$ cat config.mk
export PLATFORM = sky130hd
export DESIGN_NAME = resv_monitor
export DESIGN_NICKNAME = d
export VERILOG_FILES = /design/src/rtl/resv_pkg.sv /design/src/rtl/resv_blk_cmp.sv /design/src/rtl/resv_ctrl.sv /design/src/rtl/resv_link_reg.sv /design/src/rtl/resv_monitor.sv
export SDC_FILE = /design/constraint.sdc
export NUM_CORES = 1
export LEC_CHECK = 0
export BUFFER_PORTS_ARGS = -buffer_cell sky130_fd_sc_hd__clkbuf_2
export CORE_ASPECT_RATIO = 1.1
export CORE_MARGIN = 3
export CORE_UTILIZATION = 35
export CTS_CLUSTER_DIAMETER = 30
export DETAILED_ROUTE_END_ITERATION = 8
export MAX_ROUTING_LAYER = met4
export PLACE_DENSITY = 0.75
export SLEW_MARGIN = 5
export SYNTH_ARGS = -nofsm -noshare
export SYNTH_HDL_FRONTEND = slang
export SYNTH_HIERARCHICAL = 1
export SYNTH_SLANG_ARGS = --single-unit
$ cat constraint.sdc
create_clock -name clk -period 2.6 [get_ports clk]
set_input_delay 0.26 -clock clk [delete_from_list [all_inputs] [get_ports clk]]
set_output_delay 0.26 -clock clk [all_outputs]
set_load 0.1 [all_outputs]
$ cat src/rtl/resv_pkg.sv
package resv_pkg;
  // Action applied to the link register at the next clock edge
  typedef enum logic [1:0] {
    ACT_HOLD  = 2'd0,
    ACT_SET   = 2'd1,
    ACT_CLEAR = 2'd2
  } resv_act_e;
endpackage

$ cat src/rtl/resv_blk_cmp.sv
module resv_blk_cmp #(
  parameter int ADDR_W    = 32,
  parameter int BLK_OFS_W = 6
) (
  input  logic [ADDR_W-1:0] a_addr,
  input  logic [ADDR_W-1:0] b_addr,
  output logic              same_blk
);
  localparam int BLK_W = ADDR_W - BLK_OFS_W;

  generate
    if (BLK_OFS_W == 0) begin : g_full
      assign same_blk = (a_addr == b_addr);
    end else begin : g_blk
      logic [BLK_W-1:0] a_blk, b_blk;
      logic [BLK_OFS_W-1:0] unused_ofs;
      assign a_blk      = a_addr[ADDR_W-1:BLK_OFS_W];
      assign b_blk      = b_addr[ADDR_W-1:BLK_OFS_W];
      assign unused_ofs = a_addr[BLK_OFS_W-1:0] ^ b_addr[BLK_OFS_W-1:0];
      assign same_blk   = (a_blk == b_blk);
    end
  endgenerate
endmodule

$ cat src/rtl/resv_ctrl.sv
module resv_ctrl
  import resv_pkg::*;
(
  input  logic      clk,
  input  logic      rst_n,
  input  logic      ll_req,
  input  logic      sc_req,
  input  logic      irq,
  input  logic      inval_vld,
  input  logic      link_vld,
  input  logic      sc_blk_eq,
  input  logic      inval_blk_eq,
  output logic      sc_ack,
  output logic      sc_pass,
  output resv_act_e act
);
  logic sc_hit;
  logic inval_hit;

  always_comb begin
    sc_hit    = link_vld & sc_blk_eq;
    inval_hit = inval_vld & link_vld & inval_blk_eq;
    sc_ack    = sc_req;
    sc_pass   = sc_req & sc_hit & ~inval_hit & ~irq;
  end

  // Priority: interrupt, then new link, then any consuming event
  always_comb begin
    if (irq)                        act = ACT_CLEAR;
    else if (ll_req)                act = ACT_SET;
    else if (sc_req || inval_hit)   act = ACT_CLEAR;
    else                            act = ACT_HOLD;
  end

  // a pass requires a live reservation
  p_pass_needs_link_r3: assert property (@(posedge clk) disable iff (!rst_n)
    sc_pass |-> link_vld);

  // a colliding invalidation makes the store-conditional fail
  p_inval_wins_r8: assert property (@(posedge clk) disable iff (!rst_n)
    (inval_vld && inval_blk_eq && link_vld) |-> !sc_pass);

  // no answer without a request
  p_idle_quiet_r12: assert property (@(posedge clk) disable iff (!rst_n)
    !sc_req |-> (!sc_ack && !sc_pass));
endmodule

$ cat src/rtl/resv_link_reg.sv
module resv_link_reg
  import resv_pkg::*;
#(
  parameter int ADDR_W = 32
) (
  input  logic              clk,
  input  logic              rst_n,
  input  resv_act_e         act,
  input  logic [ADDR_W-1:0] ll_addr,
  output logic              link_vld,
  output logic [ADDR_W-1:0] link_addr
);
  logic              vld_d;
  logic [ADDR_W-1:0] addr_d;
  logic              vld_en;
  logic              addr_en;

  always_comb begin
    vld_en  = (act != ACT_HOLD);
    addr_en = (act == ACT_SET);
    vld_d   = (act == ACT_SET);
    addr_d  = ll_addr;
  end

  always_ff @(posedge clk or negedge rst_n) begin
    if (!rst_n) begin
      link_vld <= 1'b0;
    end else if (vld_en) begin
      link_vld <= vld_d;
    end
  end

  always_ff @(posedge clk or negedge rst_n) begin
    if (!rst_n) begin
      link_addr <= '0;
    end else if (addr_en) begin
      link_addr <= addr_d;
    end
  end

  // a set action records the address and validates it
  p_set_loads_r2: assert property (@(posedge clk) disable iff (!rst_n)
    (act == ACT_SET) |=> (link_vld && link_addr == $past(ll_addr)));

  // a clear action drops the valid flag but keeps the address
  p_clear_keeps_addr_r7: assert property (@(posedge clk) disable iff (!rst_n)
    (act == ACT_CLEAR) |=> (!link_vld && $stable(link_addr)));
endmodule

$ cat src/rtl/resv_monitor.sv
module resv_monitor
  import resv_pkg::*;
#(
  parameter int ADDR_W    = 32,
  parameter int BLK_OFS_W = 6
) (
  input  logic              clk,
  input  logic              rst_n,
  input  logic              ll_req,
  input  logic [ADDR_W-1:0] ll_addr,
  input  logic              sc_req,
  input  logic [ADDR_W-1:0] sc_addr,
  input  logic              irq,
  input  logic              inval_vld,
  input  logic [ADDR_W-1:0] inval_addr,
  output logic              sc_ack,
  output logic              sc_pass,
  output logic              st_we,
  output logic              link_vld,
  output logic [ADDR_W-1:0] link_addr
);
  logic      sc_blk_eq;
  logic      inval_blk_eq;
  resv_act_e act;

  resv_blk_cmp #(.ADDR_W(ADDR_W), .BLK_OFS_W(BLK_OFS_W)) sc_cmp_i (
    .a_addr(sc_addr), .b_addr(link_addr), .same_blk(sc_blk_eq));

  resv_blk_cmp #(.ADDR_W(ADDR_W), .BLK_OFS_W(BLK_OFS_W)) inv_cmp_i (
    .a_addr(inval_addr), .b_addr(link_addr), .same_blk(inval_blk_eq));

  resv_ctrl ctrl_i (
    .clk(clk), .rst_n(rst_n), .ll_req(ll_req), .sc_req(sc_req), .irq(irq),
    .inval_vld(inval_vld), .link_vld(link_vld), .sc_blk_eq(sc_blk_eq),
    .inval_blk_eq(inval_blk_eq), .sc_ack(sc_ack), .sc_pass(sc_pass),
    .act(act));

  resv_link_reg #(.ADDR_W(ADDR_W)) link_i (
    .clk(clk), .rst_n(rst_n), .act(act), .ll_addr(ll_addr),
    .link_vld(link_vld), .link_addr(link_addr));

  assign st_we = sc_pass;

  // any store-conditional consumes the reservation
  p_sc_consumes_r5: assert property (@(posedge clk) disable iff (!rst_n)
    (sc_req && !ll_req) |=> !link_vld);

  // interrupt always clears, even with a load-linked alongside
  p_irq_clears_r6: assert property (@(posedge clk) disable iff (!rst_n)
    irq |=> !link_vld);

  // invalidation hitting the linked block clears it
  p_inval_clears_r7: assert property (@(posedge clk) disable iff (!rst_n)
    (inval_vld && inval_blk_eq && !ll_req) |=> !link_vld);
endmodule

Word-level counts from Yosys, hierarchy flattened

Index checks and enable logic that the tools add are counted.

Bits in latches: 0
Logic and storage cells: 18
Memories: 0
Output and inout bits: 36
Register bits: 33
Bits of input ports: 102
ROM bits: 0
RAM bits: 0

Reductions and logical operators: 2
Shift-type cells: 0
Divide/modulo/power cells: 0
Order comparisons: 0
Bitwise operators: 8
$mul: 0
Mux-type cells: 3
$add $sub $neg: 0
Eq/ne operators: 3

Operator list:

| operator           | count |
|---|---|
| $eq 26x26->1       | 2 |
| $and 1x1->1        | 6 |
| $mux 2             | 3 |
| $eq 2x1->1 const B | 1 |
| $not 1->1          | 2 |
| $reduce_bool 2->1  | 1 |
| $logic_or 1x1->1   | 1 |

Depth between registers and ports, before layout

Depth in word-level cells: 7
Gate-level depth with buffers: 10
Gate-level depth less buffers: 8

By module

Netlist, hierarchy kept.

Modules (own cells, without submodules):

| module        | cells an instance | area each (um2) | times used | sequential area each (um2) |
|---|---|---|---|---|
| resv_link_reg | 72                | 1391.3          | 1          | 825.8 |
| resv_blk_cmp  | 35                | 287.8           | 2          | 0.0 |
| resv_ctrl     | 6                 | 47.5            | 1          | 0.0 |
| resv_monitor  | 1                 | 7.5             | 1          | 0.0 |

Worst setup path after synthesis

OpenSTA, ideal clock, no wires.

Kind: reg-to-output
Start point: reg link_i.link_addr[7]
End point: out st_we
Buffers on the path: 1
Data required time: 2.340 ns
Arrival: 3.234 ns
Setup slack: -0.894 ns
Cell stages (with the launch flop): 8
Cell sequence: dfrtp_1 xor2_1 nor4_1 nand3_1 nor4_2 nand4b_1 a21oi_2 buf_4

Longest elaborated chain between the ends: 5
Elaborated cells on any way between the ends: 8
Those cells by class: 2 x eq/ne; 6 x bitwise

RTL lines:

| element                   | line                | source |
|---|---|---|
| from (decl)               | resv_link_reg.sv:11 | `output logic [ADDR_W-1:0] link_addr` |
| from (signal assigned)    | resv_link_reg.sv:37 | `link_addr <= addr_d;` |
| $eq 26x26->1              | resv_blk_cmp.sv:20  | `assign same_blk = (a_blk == b_blk);` |
| net sc_blk_eq             | resv_monitor.sv:22  | `logic sc_blk_eq;` |
| $and 1x1->1               | resv_ctrl.sv:21     | `sc_hit = link_vld & sc_blk_eq;` |
| $and 1x1->1 (3 in series) | resv_ctrl.sv:24     | `sc_pass = sc_req & sc_hit & ~inval_hit & ~irq;` |
| to (decl)                 | resv_monitor.sv:18  | `output logic st_we,` |

The timed path passes the listed nets, and every way through them passes these cells.

Worst setup path in the final report

Start point: reg link_i.link_addr[30]
End point: reg link_i.link_addr[21]

Longest elaborated chain between the ends: 7

RTL lines:

| element          | line                | source |
|---|---|---|
| $eq 26x26->1     | resv_blk_cmp.sv:20  |  |
| net inval_blk_eq | resv_monitor.sv:23  | `logic inval_blk_eq;` |
| $and 1x1->1      | resv_ctrl.sv:22     | `inval_hit = inval_vld & link_vld & inval_blk_eq;` |
| $logic_or 1x1->1 | resv_ctrl.sv:31     | `else if (sc_req \|\| inval_hit) act = ACT_CLEAR;` |
| $mux 2           | resv_ctrl.sv:31     |  |
| $mux 2           | resv_ctrl.sv:30     | `else if (ll_req) act = ACT_SET;` |
| $mux 2           | resv_ctrl.sv:29     | `if (irq) act = ACT_CLEAR;` |
| net act[1]       | resv_monitor.sv:24  | `resv_act_e act;` |
| $eq 2x1->1       | resv_link_reg.sv:20 | `addr_en = (act == ACT_SET);` |

The timed path passes the listed nets, and every way through them passes these cells.
A chain may end at the register's enable or synchronous reset.

==> results.yml <==
route:
  routedWlPerCell_um: 14.4
  drc: 0
  dr.pass1.iters: 4
  drt_iter0_markers: 39
  vias: 1647
  via_per_inst: 4.50
  ant_nets: 0
  routed_wl_um: 5260
cts:
  cts_root_buf: "clkbuf_8"
  clk_path_buf_depth: 2
  cts_hold_buffers: 0
  cts_tree: "built"
  numCtsBuffers: 5
  clock-sinks: 33
  htreeDepth: 2
  clkTransAtPathRegs_ps: 70
  clk_latency_ps: 280
finish:
  area_growth_pct: 55.0
  final_util: 0.570
  drive_above_1_share: 0.746
  design_area_mm2: 0.00313
  nets: 392
  antenna_cells: 0
grt:
  gr-usage-met2: 0.296
  grt-busiest-layer: "met2"
  gr-usage-met3: 0.0441
  antenna_found_initial: 0
  grt_overflow: 0
  grt_pass1_vias: 1812
  grt_max_degree: 34
  gr-usage-met1: 0.197
  grt_first_pass_wirelength_um: 8620
  grtUsageTotal: 0.170
yosys:
  ys_warn_count: 6
  avgSynthCellArea_um2: 13.6
  syn-instance-count: 149
  synth.cell_area_mm2: 0.00202
  ys_ff_latch: 33
  syn_nets: 251
  seq_area_frac_synth: 0.408
  ys_types: 19
placement:
  routabilityCongestion: 0.715
  numPortBuffers: 125
  dpl_cell_area_mm2: 0.00288
  hpwl_um: 4210
critical_path:
  r2r-end: "link_i/link_addr[21]$_DFFE_PN0N_"
  cp-end-kind: "flip-flop"
  cpPeakStageDelay_ps: 510
  path_cells: "xor2_2, nor4_2, nand3_1, nor4_4, a31oi_1, o21bai_1, nand2b_4, buf_12, buf_12, mux2_4"
  crit_path_frequent_cell: "buf_12"
  start_kind: "flip-flop"
  r2r_start: "link_i/link_addr[30]$_DFFE_PN0N_"
  cp_data_required_time_ps: 2770
  path_class: "reg2reg"
  r2r_slack_ps: -40
  cp_slowest_cell: "dfrtp_4"
  crit_arrival_ps: 2810
  r2r_cells: 10
  crit_path_max_fanout: 6
run_status:
  violations: "setup timing"
  status: "finished, violations left"
die:
  chipHeight_um: 85.7
  die_x_um: 78.5
  die_area_mm2: 0.00673
  design.core.area_mm2: 0.00550
  std_cell_rows: 28
  start_util: 0.368
  ios: 138
sta:
  hold_viol: 0
  finalClockSkew_ps: 8.68
  worst_slew_pin_slew_ps: 811
  hold_ws_ps: 60.1
  fin_crit_sh: 1.02
  relSlewSlack: 0.459
  max_freq_mhz: 379
  fin_setup_tns_ps: -686
  period_minus_slack_ps: 2640
  finalMaxSlewViolations: 0
  rsz0062_at_grt: "true"
  setup_violations: 20
  setup_slack_ps: -41.9
power_and_ir_drop:
  total_leakage_power_nw: 1.61
  vdd.ir_drop.worst_uv: 565
  p_per_area_mw_per_mm2: 881
  power_mw: 2.76
job:
  maxCapViolations: 0
worst_hold_path:
  hp-class: "in2async"
## Yosys cell counts (all sizes together)
master	n	area, µm²
nand4b	1	8.76
xnor2	20	175
nor2	2	7.51
nor4	10	75.1
mux2	32	473
o21bai	1	7.51
a31oi	1	6.26
nand3	4	20.0
buf	6	86.3
nand2b	1	13.8
dfrtp	33	826
nand4	4	25.0
a21oi	1	8.76
xor2	32	280
and2b	1	8.76
## kinds of logic after synthesis
kind of cell,share of synthesized area
AOI/OAI and AO/OA,0.0111
DFF,0.408
buffers and inverters,0.0427
and+or+nand+nor,0.0786
muxes,0.234
xor gates and xnor gates,0.225
## critical path, delay by kind of cell, from the launching register on
| kind | cells | cell delay, ps |
|---|---|---|
| and+or+nand+nor | 4 | 1000 |
| DFF | 1 | 510 |
| AOI/OAI and AO/OA | 2 | 310 |
| muxes | 1 | 300 |
| buffers and inverters | 2 | 250 |
| xor gates and xnor gates | 1 | 160 |
## where the power goes
| part | switching [mW] | internal, mW | total, mW | leakage, nW |
|---|---|---|---|---|
| clock network | 0.175 | 0.312 | 0.488 | 0.0585 |
| logic | 1.06 | 0.423 | 1.48 | 1.18 |
| registers | 0.133 | 0.658 | 0.792 | 0.367 |
| total | 1.37 | 1.39 | 2.76 | 1.61 |
## routing by layer
layer	up-vias	part of all wire
met5	-	0
met4	0	0.0080
li1	796	-
met3	4	0.089
met2	88	0.50
met1	759	0.40
## stage by stage
step	cells	setup WS, ps
2_1_floorplan	149	-158
3_3_place_gp	352	17.8
3_5_place_dp	352	-91.2
4_1_cts	368	-174
5_1_grt	366	-224
6_report	366	-41.9
## area by class of cell
class / count / area (µm²)
tap: 75 / 93.8
clock buffer: 7 / 86.3
multi-input combinational: 110 / 1190
fill: 481 / 2370
timing repair buffer: 140 / 848
sequential: 33 / 888
clock inverter: 1 / 30.0
## sequential cells by signal (all words and copies together) (netlist names)
signal            count
link_i/link_addr     32
link_i/link_vld       1
## cell usage in the layout (no fill, tap or decap), types with 4 or more instances in the layout
master / n
buf_6: 4
nand4_1: 4
dfrtp_4: 12
nor4_2: 6
clkbuf_2: 123
xnor2_1: 20
mux2_4: 32
dfrtp_1: 7
dfrtp_2: 14
nand3_1: 4
buf_4: 6
buf_12: 5
xor2_1: 31
clkbuf_8: 6
## worst max path at each step
stage | endpoint | slack (ps) | depth (start not counted) | start
after floorplan | st_we | -160 | 7 | link_i/link_addr[20]$_DFFE_PN0N_
after global placement | link_i/link_addr[21]$_DFFE_PN0N_ | 20 | 9 | link_i/link_addr[15]$_DFFE_PN0N_
after detailed placement | link_i/link_addr[10]$_DFFE_PN0N_ | -90 | 9 | link_i/link_addr[15]$_DFFE_PN0N_
after CTS | st_we | -170 | 8 | link_i/link_addr[7]$_DFFE_PN0N_
after global routing | link_i/link_addr[2]$_DFFE_PN0N_ | -220 | 10 | link_i/link_addr[30]$_DFFE_PN0N_
final | link_i/link_addr[21]$_DFFE_PN0N_ | -40 | 10 | link_i/link_addr[30]$_DFFE_PN0N_
## timing repair
item / CTS / global route
endpoints found under the setup margin: 34 / 34
pin swaps: 5 / 7
cloned: 3 / 0
setup buffers: 5 / 1
gates resized for setup: 9 / 8
(Power assumes the default switching activity.)
